## src/rtl/adc_emu_pkg.sv

```systemverilog
package adc_emu_pkg;

    typedef enum logic [1:0] {
        ST_IDLE = 2'd0,
        ST_ACQ  = 2'd1,
        ST_CONV = 2'd2
    } conv_st_e;

    // Command byte bit positions (bit 7 arrives first)
    localparam int CMD_BITS    = 8;
    localparam int CMD_SEL_MSB = 6;
    localparam int CMD_MODE_HI = 1;
    localparam int CMD_MODE_LO = 0;
    localparam logic [1:0] MODE_INT_CLK = 2'b00;

endpackage

```

## src/rtl/adc_emu_sync.sv

```systemverilog
module adc_emu_sync #(
    parameter int W = 3,
    parameter logic [W-1:0] RST_VAL = '0
) (
    input  logic         clk,
    input  logic         rst_n,
    input  logic [W-1:0] async_i,
    output logic [W-1:0] sync_o
);
    for (genvar g = 0; g < W; g++) begin : g_bit
        logic meta_q, meta_d;
        logic stab_q, stab_d;

        always_comb begin
            meta_d = async_i[g];
            stab_d = meta_q;
        end

        always_ff @(posedge clk or negedge rst_n) begin
            if (!rst_n) begin
                meta_q <= RST_VAL[g];
                stab_q <= RST_VAL[g];
            end else begin
                meta_q <= meta_d;
                stab_q <= stab_d;
            end
        end

        assign sync_o[g] = stab_q;
    end
endmodule

```

## src/rtl/adc_emu_tick.sv

```systemverilog
module adc_emu_tick #(
    parameter int DIV = 4
) (
    input  logic clk,
    input  logic rst_n,
    input  logic restart_i,
    input  logic run_i,
    output logic tick_o
);
    localparam int CW = (DIV > 1) ? $clog2(DIV) : 1;
    localparam logic [CW-1:0] LAST = CW'(DIV - 1);

    logic [CW-1:0] cnt_q, cnt_d;

    assign tick_o = run_i && (cnt_q == LAST);

    always_comb begin
        cnt_d = cnt_q;
        if (restart_i)   cnt_d = '0;
        else if (tick_o) cnt_d = '0;
        else if (run_i)  cnt_d = cnt_q + 1'b1;
    end

    always_ff @(posedge clk or negedge rst_n) begin
        if (!rst_n) cnt_q <= '0;
        else        cnt_q <= cnt_d;
    end

    assert_tick_not_on_restart_R5: assert property (@(posedge clk) disable iff (!rst_n)
        restart_i |=> !tick_o || (DIV == 1));
endmodule

```

## src/rtl/adc_emu_core.sv

```systemverilog
module adc_emu_core
    import adc_emu_pkg::*;
#(
    parameter int DATA_W = 12,
    parameter int NUM_CH = 8,
    parameter int ACQ_P  = 4,
    parameter int CONV_P = 12
) (
    input  logic                     clk,
    input  logic                     rst_n,
    input  logic                     cs_s_i,
    input  logic                     sclk_s_i,
    input  logic                     din_s_i,
    input  logic [NUM_CH*DATA_W-1:0] samples_i,
    input  logic                     tick_i,
    output logic                     restart_o,
    output logic                     busy_o,
    output logic                     dout_o,
    output logic                     dout_oe_o,
    output logic                     strb_o
);
    localparam int TOTAL_P = ACQ_P + CONV_P;
    localparam int PW      = $clog2(TOTAL_P + 1);
    localparam int SEL_W   = $clog2(NUM_CH);
    localparam int RCW     = $clog2(CMD_BITS + 1);
    localparam logic [PW-1:0]  ACQ_LAST = PW'(ACQ_P - 1);
    localparam logic [PW-1:0]  END_LAST = PW'(TOTAL_P - 1);
    localparam logic [RCW-1:0] RX_FULL  = RCW'(CMD_BITS);

    typedef struct packed {
        conv_st_e              st;
        logic                  sclk_prev;
        logic [RCW-1:0]        rx_cnt;
        logic [CMD_BITS-1:0]   rx_sh;
        logic [SEL_W-1:0]      chan;
        logic [PW-1:0]         pulse;
        logic [DATA_W-1:0]     hold;
        logic [DATA_W-1:0]     outsh;
    } core_t;

    core_t r_q, r_d;

    logic [DATA_W-1:0] ch_word [NUM_CH];
    for (genvar g = 0; g < NUM_CH; g++) begin : g_ch
        assign ch_word[g] = samples_i[g*DATA_W +: DATA_W];
    end

    logic sclk_rise, sclk_fall, byte_end;
    assign sclk_rise = sclk_s_i & ~r_q.sclk_prev;
    assign sclk_fall = ~sclk_s_i & r_q.sclk_prev;
    assign byte_end  = !cs_s_i && sclk_fall && (r_q.rx_cnt == RX_FULL);

    always_comb begin
        r_d       = r_q;
        restart_o = 1'b0;
        r_d.sclk_prev = sclk_s_i;

        if (cs_s_i) begin
            r_d.rx_cnt = '0;
        end else begin
            if (sclk_rise && (r_q.rx_cnt != RX_FULL)) begin
                if (r_q.rx_cnt == '0) begin
                    if (din_s_i) begin
                        r_d.rx_sh  = CMD_BITS'(1);
                        r_d.rx_cnt = RCW'(1);
                    end
                end else begin
                    r_d.rx_sh  = {r_q.rx_sh[CMD_BITS-2:0], din_s_i};
                    r_d.rx_cnt = r_q.rx_cnt + 1'b1;
                end
            end
            if (sclk_fall && (r_q.st == ST_IDLE)) begin
                r_d.outsh = {r_q.outsh[DATA_W-2:0], 1'b0};
            end
            if (byte_end) begin
                r_d.rx_cnt = '0;
                if ((r_q.st == ST_IDLE) &&
                    (r_q.rx_sh[CMD_MODE_HI:CMD_MODE_LO] == MODE_INT_CLK)) begin
                    r_d.st    = ST_ACQ;
                    r_d.chan  = r_q.rx_sh[CMD_SEL_MSB -: SEL_W];
                    r_d.pulse = '0;
                    restart_o = 1'b1;
                end
            end
        end

        if ((r_q.st != ST_IDLE) && tick_i) begin
            r_d.pulse = r_q.pulse + 1'b1;
            if (r_q.pulse == ACQ_LAST) begin
                r_d.hold = ch_word[r_q.chan];
                r_d.st   = ST_CONV;
            end
            if (r_q.pulse == END_LAST) begin
                r_d.outsh = r_q.hold;
                r_d.st    = ST_IDLE;
            end
        end
    end

    always_ff @(posedge clk or negedge rst_n) begin
        if (!rst_n) r_q <= '0;
        else        r_q <= r_d;
    end

    assign busy_o    = (r_q.st != ST_IDLE);
    assign strb_o    = ~busy_o;
    assign dout_oe_o = ~cs_s_i;
    assign dout_o    = dout_oe_o & r_q.outsh[DATA_W-1];

    assert_strb_low_after_start_R3: assert property (@(posedge clk) disable iff (!rst_n)
        restart_o |=> !strb_o);

    assert_mode_gate_R2: assert property (@(posedge clk) disable iff (!rst_n)
        (byte_end && strb_o && (r_q.rx_sh[CMD_MODE_HI:CMD_MODE_LO] != MODE_INT_CLK))
        |=> strb_o);

    assert_conv_after_acq_R4: assert property (@(posedge clk) disable iff (!rst_n)
        (r_q.st == ST_CONV) |-> (r_q.pulse > ACQ_LAST));

    assert_end_on_last_tick_R5: assert property (@(posedge clk) disable iff (!rst_n)
        $rose(strb_o) |-> $past(tick_i && (r_q.pulse == END_LAST)));

    assert_out_frozen_busy_R6: assert property (@(posedge clk) disable iff (!rst_n)
        (busy_o && $past(busy_o)) |-> $stable(r_q.outsh));

    assert_cs_drops_byte_R7: assert property (@(posedge clk) disable iff (!rst_n)
        cs_s_i |=> (r_q.rx_cnt == '0));

    assert_busy_ignores_byte_R10: assert property (@(posedge clk) disable iff (!rst_n)
        (byte_end && busy_o) |=> $stable(r_q.chan));
endmodule

```

## src/rtl/adc_serial_emu.sv

```systemverilog
module adc_serial_emu #(
    parameter int DATA_W      = 12,
    parameter int NUM_CH      = 8,
    parameter int CLK_DIV     = 4,
    parameter int ACQ_PULSES  = 4,
    parameter int CONV_PULSES = 12
) (
    input  logic                     clk,
    input  logic                     rst_n,
    input  logic                     cs_n_i,
    input  logic                     sclk_i,
    input  logic                     din_i,
    input  logic [NUM_CH*DATA_W-1:0] samples_i,
    output logic                     dout_o,
    output logic                     dout_oe_o,
    output logic                     strb_o
);
    logic [2:0] raw, synced;
    logic       tick, restart, busy;

    assign raw = {cs_n_i, sclk_i, din_i};

    adc_emu_sync #(.W(3), .RST_VAL(3'b100)) u_sync (
        .clk     (clk),
        .rst_n   (rst_n),
        .async_i (raw),
        .sync_o  (synced)
    );

    adc_emu_tick #(.DIV(CLK_DIV)) u_tick (
        .clk       (clk),
        .rst_n     (rst_n),
        .restart_i (restart),
        .run_i     (busy),
        .tick_o    (tick)
    );

    adc_emu_core #(
        .DATA_W (DATA_W),
        .NUM_CH (NUM_CH),
        .ACQ_P  (ACQ_PULSES),
        .CONV_P (CONV_PULSES)
    ) u_core (
        .clk       (clk),
        .rst_n     (rst_n),
        .cs_s_i    (synced[2]),
        .sclk_s_i  (synced[1]),
        .din_s_i   (synced[0]),
        .samples_i (samples_i),
        .tick_i    (tick),
        .restart_o (restart),
        .busy_o    (busy),
        .dout_o    (dout_o),
        .dout_oe_o (dout_oe_o),
        .strb_o    (strb_o)
    );
endmodule

```

## config.mk

```make
export PLATFORM = sky130hd
export DESIGN_NAME = adc_serial_emu
export DESIGN_NICKNAME = d
export VERILOG_FILES = /design/src/rtl/adc_emu_pkg.sv /design/src/rtl/adc_emu_sync.sv /design/src/rtl/adc_emu_tick.sv /design/src/rtl/adc_emu_core.sv /design/src/rtl/adc_serial_emu.sv
export SDC_FILE = /design/constraint.sdc
export NUM_CORES = 1
export LEC_CHECK = 0
export CELL_PAD_IN_SITES_DETAIL_PLACEMENT = 2
export CELL_PAD_IN_SITES_GLOBAL_PLACEMENT = 2
export CORE_MARGIN = 5
export CORE_UTILIZATION = 36
export DETAILED_ROUTE_END_ITERATION = 8
export DONT_BUFFER_PORTS = 1
export MAX_ROUTING_LAYER = met4
export PLACE_DENSITY_LB_ADDON = 0.25
export SYNTH_ARGS = -nofsm -noshare
export SYNTH_HDL_FRONTEND = slang
export SYNTH_SLANG_ARGS = --single-unit
export TNS_END_PERCENT = 50
```

## constraint.sdc

```tcl
create_clock -name clk -period 1.7 [get_ports clk]
set_input_delay 0.085 -clock clk [delete_from_list [all_inputs] [get_ports clk]]
set_output_delay 0.085 -clock clk [all_outputs]
set_load 0.01 [all_outputs]
```

==> impl_metrics.yaml <==
outcome:
  outcome: "complete, but fails checks"
  violations: "setup timing"
placed_design:
  place_congestion: 0.7541
  io_buffers: 0
  hpwl_mm: 5.747
  placed_cells: 355
pwr:
  cellLeakagePower_nw: 1.447
  power.density_nw_per_um2: 677.5
  sw_frac_of_total_pct: 22.78
  internal_power_mw: 1.842
  seqPwrFrac_pct: 55.0
  pwr-share-clk_pct: 37.6
  combPwrFrac_pct: 7.4
  peakVddDrop_v: 0.0002806
  p_switching_uw: 543.3
synth:
  synthCells: 244
  synthArstFlopShare_pct: 100.0
  netlist.area_leader.share_pct: 43.57
  synth.avg_cell_area_um2: 12.24
  ys.flop_type: "dfrtp_1"
  synth_edf_count: 0
  seq_area_frac_synth_pct: 45.33
  ys_seq_elements: 54
  syn-num-nets: 350
  ys_top_cells_by_area: "dfrtp_1 44%, mux4_2 18%, mux2i_1 8.7%, o21ai_0 2.8%, nor2_1 2.5%"
  yosysUniqueCellTypes: 42
  synth_top_cell_by_area: "dfrtp_1"
  netlist_area_um2: 2987
  yosysWarnings: 0
global_routing:
  grt_pass1_wl_mm: 12.52
  grt_max_degree: 55
  grt_pass1_vias: 2521
  antenna_found_initial: 0
  track_usage_pct: 16.13
  overflow: 0
setup_path:
  crit_family: "simple AND/OR/NAND/NOR gates"
  crit_required_ns: 1.90
  endpoint: "u_core.r_q[31]"
  worst_setup_path_end_kind: "flip-flop"
  startpoint: "u_sync.g_bit[1].stab_q"
  rrSetupSlack_ns: -0.14
  arrival_ns: 2.04
  cpMaxStageDelayCell: "or4b_4"
  reg2reg_depth: 4
  path_buf_inv: 1
  crit_fanout: 4
  cp.depth: 4
  crit_type: "reg2reg"
  crit_chain: "or4b_4 > nor4b_4 > buf_6 > mux2_2"
  slowest_delay_ns: 0.56
  start_kind: "flip-flop"
  reg2reg_from: "u_sync.g_bit[1].stab_q"
  r2r-end: "u_core.r_q[31]"
sta:
  tightest_slew_ns: 0.6984
  fmax_mhz: 544.9
  min_period_ns: 1.835
  final.period_utilization_pct: 108.0
  relSlewSlack_pct: 53.44
  final-hold-violation-count: 0
  worst_slack_ns: -0.1352
  setup_viol: 21
  fin_setup_tns_ns: -1.549
  rsz0062_at_grt: "yes"
  finClkSkew_ns: 0.009145
  slew_viol_final: 0
routing:
  drt_wl_total_mm: 7.508
  viasPerCell: 5.601
  ant_nets: 0
  drtIter0Drc: 43
  met1Wirelength_mm: 3.250
  top_layer: "met4"
  vias: 2089
  wl_met2_mm: 3.779
  drc: 0
  wl_per_cell_um: 20.13
  first_pass_iters: 4
  dr_wl_met3_um: 318
layout:
  final_nets: 373
  post-route-util_pct: 43.29
  final_common_cell: "dfrtp_1"
  drive_gt1_share_pct: 28.36
  area_growth_pct: 17.89
  final-instance-count-excl-fill: 373
  final_cell_mix: "52 x dfrtp_1, 26 x mux2i_1, 24 x mux4_2"
  n_antenna_cell: 0
cts:
  root_buffer: "clkbuf_8"
  cts_buffers: 5
  cts.sinks: 54
  clk_latency_ns: 0.31
  clk_pin_slew_ns: 0.10
  tritoncts: "done"
  cts.path.max_buffers: 2
  htreeDepth: 2
min_path:
  min_path_type: "in2reg"
die:
  coreArea_um2: 8134
  die_x_um: 101.1
  die_h_um: 101.1
  dieArea_um2: 10220
  row_count: 33
  start_util_pct: 36.72
  pin_count: 104
run:
  max-cap-violations: 0
-- through the flow --
step | setup WS, ns | hold slack [ns] | power, mW | cell area (um2)
2_1_floorplan | -0.1848 | -0.2106 | 1.429 | 2987
3_3_place_gp | -0.09677 | -0.2089 | 1.463 | 3248
3_5_place_dp | -0.1434 | -0.2091 | 1.466 | 3248
4_1_cts | -0.1102 | 0.1881 | 2.432 | 3461
5_1_grt | -0.1844 | 0.2171 | 2.504 | 3521
6_report | -0.1352 | 0.1873 | 2.385 | 3521
-- worst min-delay path, stage by stage --
cell     delay (ns)
mux4_2         0.21
mux2i_1        0.06
o21ai_1        0.10
-- power groups by stage --
| stage | combinational [mW] | sequential (mW) | clock (mW) |
|---|---|---|---|
| final | 0.175 | 1.31 | 0.898 |
| after floorplan | 0.0964 | 1.33 | 0 |
| after global placement | 0.126 | 1.34 | 0 |
| after global routing | 0.196 | 1.32 | 0.993 |
| after detailed placement | 0.128 | 1.34 | 0 |
| after CTS | 0.174 | 1.31 | 0.946 |
-- per-layer routing --
layer,global-route usage (%),vias to the layer above
li1,-,950
met1,19.41,1044
met2,26.96,85
met3,3.114,10
met4,5.726,0
met5,-,-
-- cells in the mapped netlist (3+ instances only) --
| cell | n |
|---|---|
| a21oi_1 | 14 |
| a22o_1 | 6 |
| buf_2 | 5 |
| clkbuf_1 | 8 |
| dfrtp_1 | 52 |
| ha_1 | 5 |
| inv_1 | 7 |
| mux2i_1 | 26 |
| mux4_2 | 24 |
| nand2_1 | 19 |
| nor2_1 | 20 |
| nor2b_1 | 3 |
| nor3_1 | 3 |
| o21ai_0 | 17 |
-- layout make-up --
cell class,instances,area [um2]
Multi-Input combinational cell,167,1553
Fill cell,804,4613
Clock inverter,3,47.55
Clock buffer,5,68.82
Tap cell,105,131.4
Sequential cell,54,1354
Inverter,7,26.28
Timing Repair Buffer,32,340.3
-- flip-flops by register name (all words and copies together), names as in the netlist --
| name | flops |
|---|---|
| u_core.r_q | 46 |
| u_sync.g_bit.stab_q | 3 |
| u_tick.cnt_q | 2 |
| u_sync.g_bit.meta_q | 3 |
-- repair_timing --
action	CTS	global route
endpoints found under the setup margin	22	44
pin swaps	4	2
hold endpoints to repair	57	0
setup buffers	2	3
resized for setup	4	13
hold buffers	5	0
-- cells by family after synthesis --
kind of cell | after synthesis | synth area share, %
buf+inv | 23 | 3.729
mux | 53 | 28.19
compound gates | 47 | 9.804
simple gates | 61 | 10.56
flops | 54 | 45.33
fa+ha+maj | 5 | 2.095
xor+xnor | 1 | 0.2933
-- worst min-delay path by stage --
stage | from | endpoint | slack, ns | cells past startpoint
after floorplan | rst_n | u_core.r_q[0] | -0.21 | 0
after global placement | rst_n | u_core.r_q[42] | -0.21 | 0
after detailed placement | rst_n | u_core.r_q[40] | -0.21 | 0
after CTS | samples_i[9] | u_core.r_q[21] | 0.19 | 3
after global routing | samples_i[1] | u_core.r_q[13] | 0.22 | 3
final | samples_i[9] | u_core.r_q[21] | 0.19 | 3
Power figures use the tool's default switching activity.
